<file path="src/rtl/simd_sat_pkg.sv">
package simd_sat_pkg;

  typedef enum logic [1:0] {
    LW_8  = 2'd0,
    LW_16 = 2'd1,
    LW_32 = 2'd2,
    LW_64 = 2'd3
  } lane_w_e;

  typedef enum logic [1:0] {
    MD_WRAP     = 2'd0,
    MD_SSAT     = 2'd1,
    MD_USAT     = 2'd2,
    MD_WRAP_ALT = 2'd3
  } sat_mode_e;

  // slices per lane minus one, as a mask over the slice index
  function automatic logic [7:0] span_mask(input logic [1:0] w);
    return 8'((8'd1 << w) - 8'd1);
  endfunction

endpackage

</file>
<file path="src/rtl/simd_seg_adder.sv">
module simd_seg_adder
  import simd_sat_pkg::*;
#(
  parameter int DATA_W  = 128,
  parameter int SLICE_W = 8,
  localparam int NS     = DATA_W / SLICE_W,
  localparam int IDX_W  = $clog2(NS)
) (
  input  logic [DATA_W-1:0] a_i,
  input  logic [DATA_W-1:0] b_i,
  input  logic [1:0]        width_i,
  output logic [DATA_W-1:0] sum_o,
  output logic [NS-1:0]     cout_o,
  output logic [NS-1:0]     lane_top_o,
  output logic [NS-1:0]     a_msb_o,
  output logic [NS-1:0]     b_msb_o
);

  logic [IDX_W-1:0] span_m;
  assign span_m = IDX_W'(span_mask(width_i));

  for (genvar i = 0; i < NS; i++) begin : g_slice
    localparam logic [IDX_W-1:0] IDX = IDX_W'(i);
    localparam logic [IDX_W-1:0] NXT = IDX_W'(i + 1);
    logic               cin;
    logic [SLICE_W-1:0] as, bs, ss;

    assign as = a_i[i*SLICE_W +: SLICE_W];
    assign bs = b_i[i*SLICE_W +: SLICE_W];

    if (i == 0) begin : g_first
      assign cin = 1'b0;
    end else begin : g_rest
      logic lane_start;
      // break the chain where a new lane begins
      assign lane_start = (IDX & span_m) == '0;
      assign cin        = lane_start ? 1'b0 : cout_o[i-1];
    end

    assign {cout_o[i], ss} = {1'b0, as} + {1'b0, bs} + {{SLICE_W{1'b0}}, cin};
    assign sum_o[i*SLICE_W +: SLICE_W] = ss;
    assign lane_top_o[i] = (NXT & span_m) == '0;
    assign a_msb_o[i]    = as[SLICE_W-1];
    assign b_msb_o[i]    = bs[SLICE_W-1];
  end

endmodule

</file>
<file path="src/rtl/simd_lane_clamp.sv">
module simd_lane_clamp
  import simd_sat_pkg::*;
#(
  parameter int DATA_W  = 128,
  parameter int SLICE_W = 8,
  localparam int NS     = DATA_W / SLICE_W,
  localparam int IDX_W  = $clog2(NS)
) (
  input  logic [DATA_W-1:0] sum_i,
  input  logic [NS-1:0]     cout_i,
  input  logic [NS-1:0]     lane_top_i,
  input  logic [NS-1:0]     a_msb_i,
  input  logic [NS-1:0]     b_msb_i,
  input  logic [1:0]        width_i,
  input  logic [1:0]        mode_i,
  output logic [DATA_W-1:0] res_o
);

  logic [IDX_W-1:0] span_m;
  logic [NS-1:0]    s_ovf, u_ovf;

  assign span_m = IDX_W'(span_mask(width_i));

  // overflow is only meaningful at the top slice of a lane
  for (genvar i = 0; i < NS; i++) begin : g_flag
    logic s_msb;
    assign s_msb    = sum_i[i*SLICE_W + SLICE_W - 1];
    assign s_ovf[i] = lane_top_i[i] & (a_msb_i[i] == b_msb_i[i]) & (s_msb != a_msb_i[i]);
    assign u_ovf[i] = lane_top_i[i] & cout_i[i];
  end

  for (genvar i = 0; i < NS; i++) begin : g_sel
    localparam logic [IDX_W-1:0] IDX = IDX_W'(i);
    logic [IDX_W-1:0]   own;
    logic               neg;
    logic [SLICE_W-1:0] res;

    assign own = IDX | span_m;
    assign neg = a_msb_i[own];

    always_comb begin
      res = sum_i[i*SLICE_W +: SLICE_W];
      unique case (sat_mode_e'(mode_i))
        MD_SSAT: if (s_ovf[own]) begin
          res = lane_top_i[i] ? {neg, {(SLICE_W-1){~neg}}} : {SLICE_W{~neg}};
        end
        MD_USAT: if (u_ovf[own]) res = {SLICE_W{1'b1}};
        default: ;
      endcase
    end

    assign res_o[i*SLICE_W +: SLICE_W] = res;
  end

endmodule

</file>
<file path="src/rtl/simd_out_stage.sv">
module simd_out_stage #(
  parameter int DATA_W = 128
) (
  input  logic              clk_i,
  input  logic              rst_ni,
  input  logic              valid_i,
  input  logic [DATA_W-1:0] data_i,
  output logic              valid_o,
  output logic [DATA_W-1:0] data_o
);

  always_ff @(posedge clk_i or negedge rst_ni) begin
    if (!rst_ni) begin
      valid_o <= 1'b0;
      data_o  <= '0;
    end else begin
      valid_o <= valid_i;
      if (valid_i) data_o <= data_i;
    end
  end

endmodule

</file>
<file path="src/rtl/simd_sat_adder.sv">
module simd_sat_adder
  import simd_sat_pkg::*;
#(
  parameter int DATA_W  = 128,
  parameter int SLICE_W = 8,
  localparam int NS     = DATA_W / SLICE_W
) (
  input  logic              clk_i,
  input  logic              rst_ni,
  input  logic              in_valid_i,
  input  logic [1:0]        width_i,
  input  logic [1:0]        mode_i,
  input  logic [DATA_W-1:0] a_i,
  input  logic [DATA_W-1:0] b_i,
  output logic              out_valid_o,
  output logic [DATA_W-1:0] result_o
);

  logic [DATA_W-1:0] sum, res;
  logic [NS-1:0]     cout, lane_top, a_msb, b_msb;

  simd_seg_adder #(.DATA_W(DATA_W), .SLICE_W(SLICE_W)) u_add (
    .a_i       (a_i),
    .b_i       (b_i),
    .width_i   (width_i),
    .sum_o     (sum),
    .cout_o    (cout),
    .lane_top_o(lane_top),
    .a_msb_o   (a_msb),
    .b_msb_o   (b_msb)
  );

  simd_lane_clamp #(.DATA_W(DATA_W), .SLICE_W(SLICE_W)) u_clamp (
    .sum_i     (sum),
    .cout_i    (cout),
    .lane_top_i(lane_top),
    .a_msb_i   (a_msb),
    .b_msb_i   (b_msb),
    .width_i   (width_i),
    .mode_i    (mode_i),
    .res_o     (res)
  );

  simd_out_stage #(.DATA_W(DATA_W)) u_out (
    .clk_i  (clk_i),
    .rst_ni (rst_ni),
    .valid_i(in_valid_i),
    .data_i (res),
    .valid_o(out_valid_o),
    .data_o (result_o)
  );

endmodule

</file>
<file path="config.mk">
export PLATFORM = sky130hd
export DESIGN_NAME = simd_sat_adder
export DESIGN_NICKNAME = d
export VERILOG_FILES = /design/src/rtl/simd_sat_pkg.sv /design/src/rtl/simd_seg_adder.sv /design/src/rtl/simd_lane_clamp.sv /design/src/rtl/simd_out_stage.sv /design/src/rtl/simd_sat_adder.sv
export SDC_FILE = /design/constraint.sdc
export NUM_CORES = 1
export LEC_CHECK = 0
export ABC_AREA = 1
export BUFFER_PORTS_ARGS = -buffer_cell sky130_fd_sc_hd__buf_2
export CORE_ASPECT_RATIO = 0.5
export CORE_MARGIN = 4
export CORE_UTILIZATION = 40
export DETAILED_ROUTE_END_ITERATION = 16
export PLACE_DENSITY = 0.77
export SKIP_CTS_REPAIR_TIMING = 1
export SLEW_MARGIN = 25
export SYNTH_ARGS = -nofsm -noshare
export SYNTH_HDL_FRONTEND = slang
export SYNTH_SLANG_ARGS = --single-unit
</file>
<file path="constraint.sdc">
create_clock -name clk_i -period 0.8 [get_ports clk_i]
set_input_delay 0.12 -clock clk_i [delete_from_list [all_inputs] [get_ports clk_i]]
set_output_delay 0.12 -clock clk_i [all_outputs]
set_load 0.03 [all_outputs]
</file>
==> impl_summary.md <==
Outcome
The flow ran to the end, but the final reports show violations. The checks that failed: negative setup slack.

Logic synthesis
In the synthesized netlist, mux cells make up 0% of the area. The most common flop cell mapped by yosys is dfrtp_1. The largest area contributor in the netlist is dfrtp_1.

The post-synthesis adder-cell area fraction is 13.6%. Summing the sequential cell areas from Yosys gives 21.1% of the chip area. The post-synthesis xor/xnor area fraction is 4.59%. The commonest cells after synthesis are nand2_1 (771), nand3_1 (238), inv_1 (235), a21oi_1 (214), dfrtp_1 (129). The main combinational cell family by area after synthesis is simple AND/OR/NAND/NOR gates. When the netlist entered floorplanning its net count stood at 2795. Dividing the synthesized area by the synthesized cell count gives 6.40 um2. The most frequent cell after synthesis is nand2_1. The synthesized design devotes to its leading area cell type 21.1% of total area.

The flip-flop and latch count after synthesis is 129. The number of distinct library cell variants in the gate-level netlist after synthesis is 47. The fraction of synthesis flops using an asynchronous set or reset pin is 100%. In this run, synthesis inferred 0 flip-flops with an integrated enable. Sorting the synthesized cells by area gives the leading types as dfrtp_1 (21%), nand2_1 (19%), ha_1 (9.5%).

The combined area of all synthesized cells is 15300 um2. The post-synthesis share of cell area spent on and, or, nand and nor gates is 36.0%. The Yosys warning count is 0. The compound-cell area share of the yosys netlist is 16.1%.

The synthesized instance count is 2385.

Clocking
The H-tree was split into 4 levels. Clock tree synthesis found a total of 129 sinks. The CTS tree is yes. The clock insertion delay at the later pin of the skew report is 0.45 ns.

The clock tree buffer depth is 2. The tree is rooted in a clkbuf_16. The clock transition at the registers of the reported paths is 0.06 ns. Buffers inserted during clock tree synthesis total 17.

Critical path
The kind of launch point of the worst setup path is an input port. The worst setup path is of the input port to flop kind. The maximum fanout encountered on the critical timing path is 8. The worst-case register-to-register setup slack is 0.09 ns.

The worst register-to-register path has a depth of 2. On the critical path, the stage with the largest delay is an instance of fa_2. The data required time at the worst endpoint is 1.14 ns.

The capture point of the worst reg-to-reg path is u_out.data_o[95]$_DFFE_PN0P_. The cell repeated most along the worst path is fa_2. In this design, the stage delay of the slowest critical-path cell is 0.51 ns. The capturing element type of the critical path is a flop. The origin of the critical flop-to-flop path is u_out.data_o[95]$_DFFE_PN0P_. Data on the critical path arrives at its endpoint at 11.01 ns.

Power
In this run the power density over the cells is 1700 nW/um2. The reported leakage power is 0.0128 uW. The completed layout was analyzed and its total power is 39500 uW. The worst-case IR drop observed on VDD is 1.57 mV.

Timing
At the pin with the least slew margin, the transition time is 0.537 ns. The share of the clock period used by the worst path is 1330%. The fmax is 93.7 MHz. The number of hold violations in the final report is 0.

The post-layout worst setup margin is -9.87 ns. The final clock skew is 0 ns. The setup-violating endpoint count in the final report is 257.

The final-report max-slew violation count is 0. The shortest clock period the worst path allows after layout is 10.67 ns. Setup repair after global routing could not meet its margin everywhere. The normalized max-slew margin is 63.9%.

Route
The number of design rule violations left after detail routing is 0. The number of detailed-routing iterations run before antenna repair is 6. The detailed router finished its first iteration with 1910 violations. The post-route antenna net violation count is 0. The final route contains 20.1k vias.

Wires add up to 63800 um. The mean routed wirelength per cell is 17.2 um. In the routed layout, each cell is associated on average with a via count of 5.41.

Die
Row generation in the floorplan step produced 50 rows. The number of primary I/O pins is 392. The floorplan step defined a core boundary enclosing 37500 um2. From left edge to right edge, the die measures 284 um. The die is 146 um tall.

Once the floorplan was initialized, standard cells occupied 40.7% of the core. The total die area is 41600 um2.

Cells and area
The area growth from synthesis to layout is 52.1%. In the final design database the tool counted 3608 nets. Excluding fillers, the count of instances in the completed layout stands at 3714. The post-route netlist has 36.7% of its cells at a drive strength greater than 1.

Flow run
The number of max-cap violations is 0.

Global route
The initial antenna violation count is 13. The number of global-route vias before repair is 18.9k. Entering global routing, the biggest net connects 65 pins. Global routing used 28.9% of the available tracks. The overall overflow remaining after global route is 0. The first global-routing pass estimated 97900 um of wire.

Placed design
The placed wire-length estimate is 50400 um. In this run the tool buffered the top-level ports with 391 buffer cells. The weighted congestion reported at the end of routability-driven placement is 0.947. The number of placed instances, taps included, is 3650.

Min path
The kind of path behind the tightest hold check is input port to asynchronous set/reset pin.
## critical path, delay by kind of cell
kind,cells,cell delay (ns)
adder cells (fa/ha/maj),16,4.67
AO/OA/AOI/OAI,16,2.64
buffers and inverters,12,0.90
AND/OR/NAND/NOR,23,2.62
## registers in the layout, indices dropped and copies added, names as in the netlist
| signal | count |
|---|---|
| u_out.data_o | 128 |
| u_out.valid_o | 1 |
## layout make-up
class                      count  area, um2
antenna                       13       32.5
clock buffer                  22        484
clock inverter                 6        130
fill                        3201      14300
inverter                     246        943
multi-input combinational   1922      11700
sequential                   129       3230
tap                          494        618
timing repair buffer         882       6140
## routing by layer
metal | GRT usage, % | part of all wire, % | up-vias
met5 | 0 | 0 | -
met4 | 17.1 | 6.5 | 0
met3 | 4.77 | 7.2 | 258
met2 | 48.1 | 47 | 896
met1 | 35.5 | 39 | 9412
li1 | - | - | 9530
## placed cells by master, fill, tap and decap left out, drive strengths merged
cell,n
dfrtp,129
nand2,792
or2,15
dlygate4sd3,1
nor3,7
o31a,1
clkbuf,24
o31ai,4
a21boi,3
o2111ai,3
o21ai,135
xor2,50
diode,13
a31oi,17
nand3b,9
xnor2,30
ha,116
nand4,48
o21a,5
inv,245
o211ai,31
bufinv,4
a21oi,215
nor2,128
buf,879
a21o,9
nand3,256
a211oi,2
fa,31
clkinv,3
o21bai,15
## report_power, final
part / switching, uW / total [uW] / internal, uW / leakage [uW]
clock: 3100 / 8560 / 5460 / 0.000304
sequential: 1070 / 8910 / 7840 / 0.00157
combinational: 13200 / 22000 / 8860 / 0.0109
total: 17300 / 39500 / 22200 / 0.0128
## cell families (layout without fill, tap and decap cells)
logic type / after synthesis / after routing
xor gates and xnor gates: 80 / 80
and+or+nand+nor: 1254 / 1255
buffers and inverters: 335 / 1156
DFF: 129 / 129
other: 0 / 13
AOI/OAI and AO/OA: 440 / 440
adders and majority gates: 147 / 147
## worst max-delay path by stage
stage                       from                           end  slack (ns)  cells after the start
after floorplan           a_i[0]   u_out.data_o[1]$_DFFE_PN0P_       -9.44                     66
after detailed placement  a_i[0]  u_out.data_o[27]$_DFFE_PN0P_      -10.85                     67
after global routing      a_i[0]   u_out.data_o[6]$_DFFE_PN0P_      -10.42                     69
final                     a_i[0]  u_out.data_o[10]$_DFFE_PN0P_       -9.87                     67
after CTS                 a_i[0]   u_out.data_o[6]$_DFFE_PN0P_      -10.42                     69
after global placement    a_i[0]   u_out.data_o[7]$_DFFE_PN0P_      -10.39                     69
## metrics by stage
stage	hold WS, ns	TNS [ns]	cell area [um2]	utilization [%]	setup WS [ns]
6_report	0.115	-1272.00	23200	61.9	-9.87
5_1_grt	0.130	-1350.48	23200	61.9	-10.42
4_1_cts	-0.458	-1301.47	22400	59.8	-10.42
3_5_place_dp	0.0128	-1310.04	21800	58.2	-10.85
3_3_place_gp	0.0134	-1272.62	21800	58.2	-10.39
2_1_floorplan	-0.176	-1123.58	15800	-	-9.44
(Power assumes the default switching activity.)
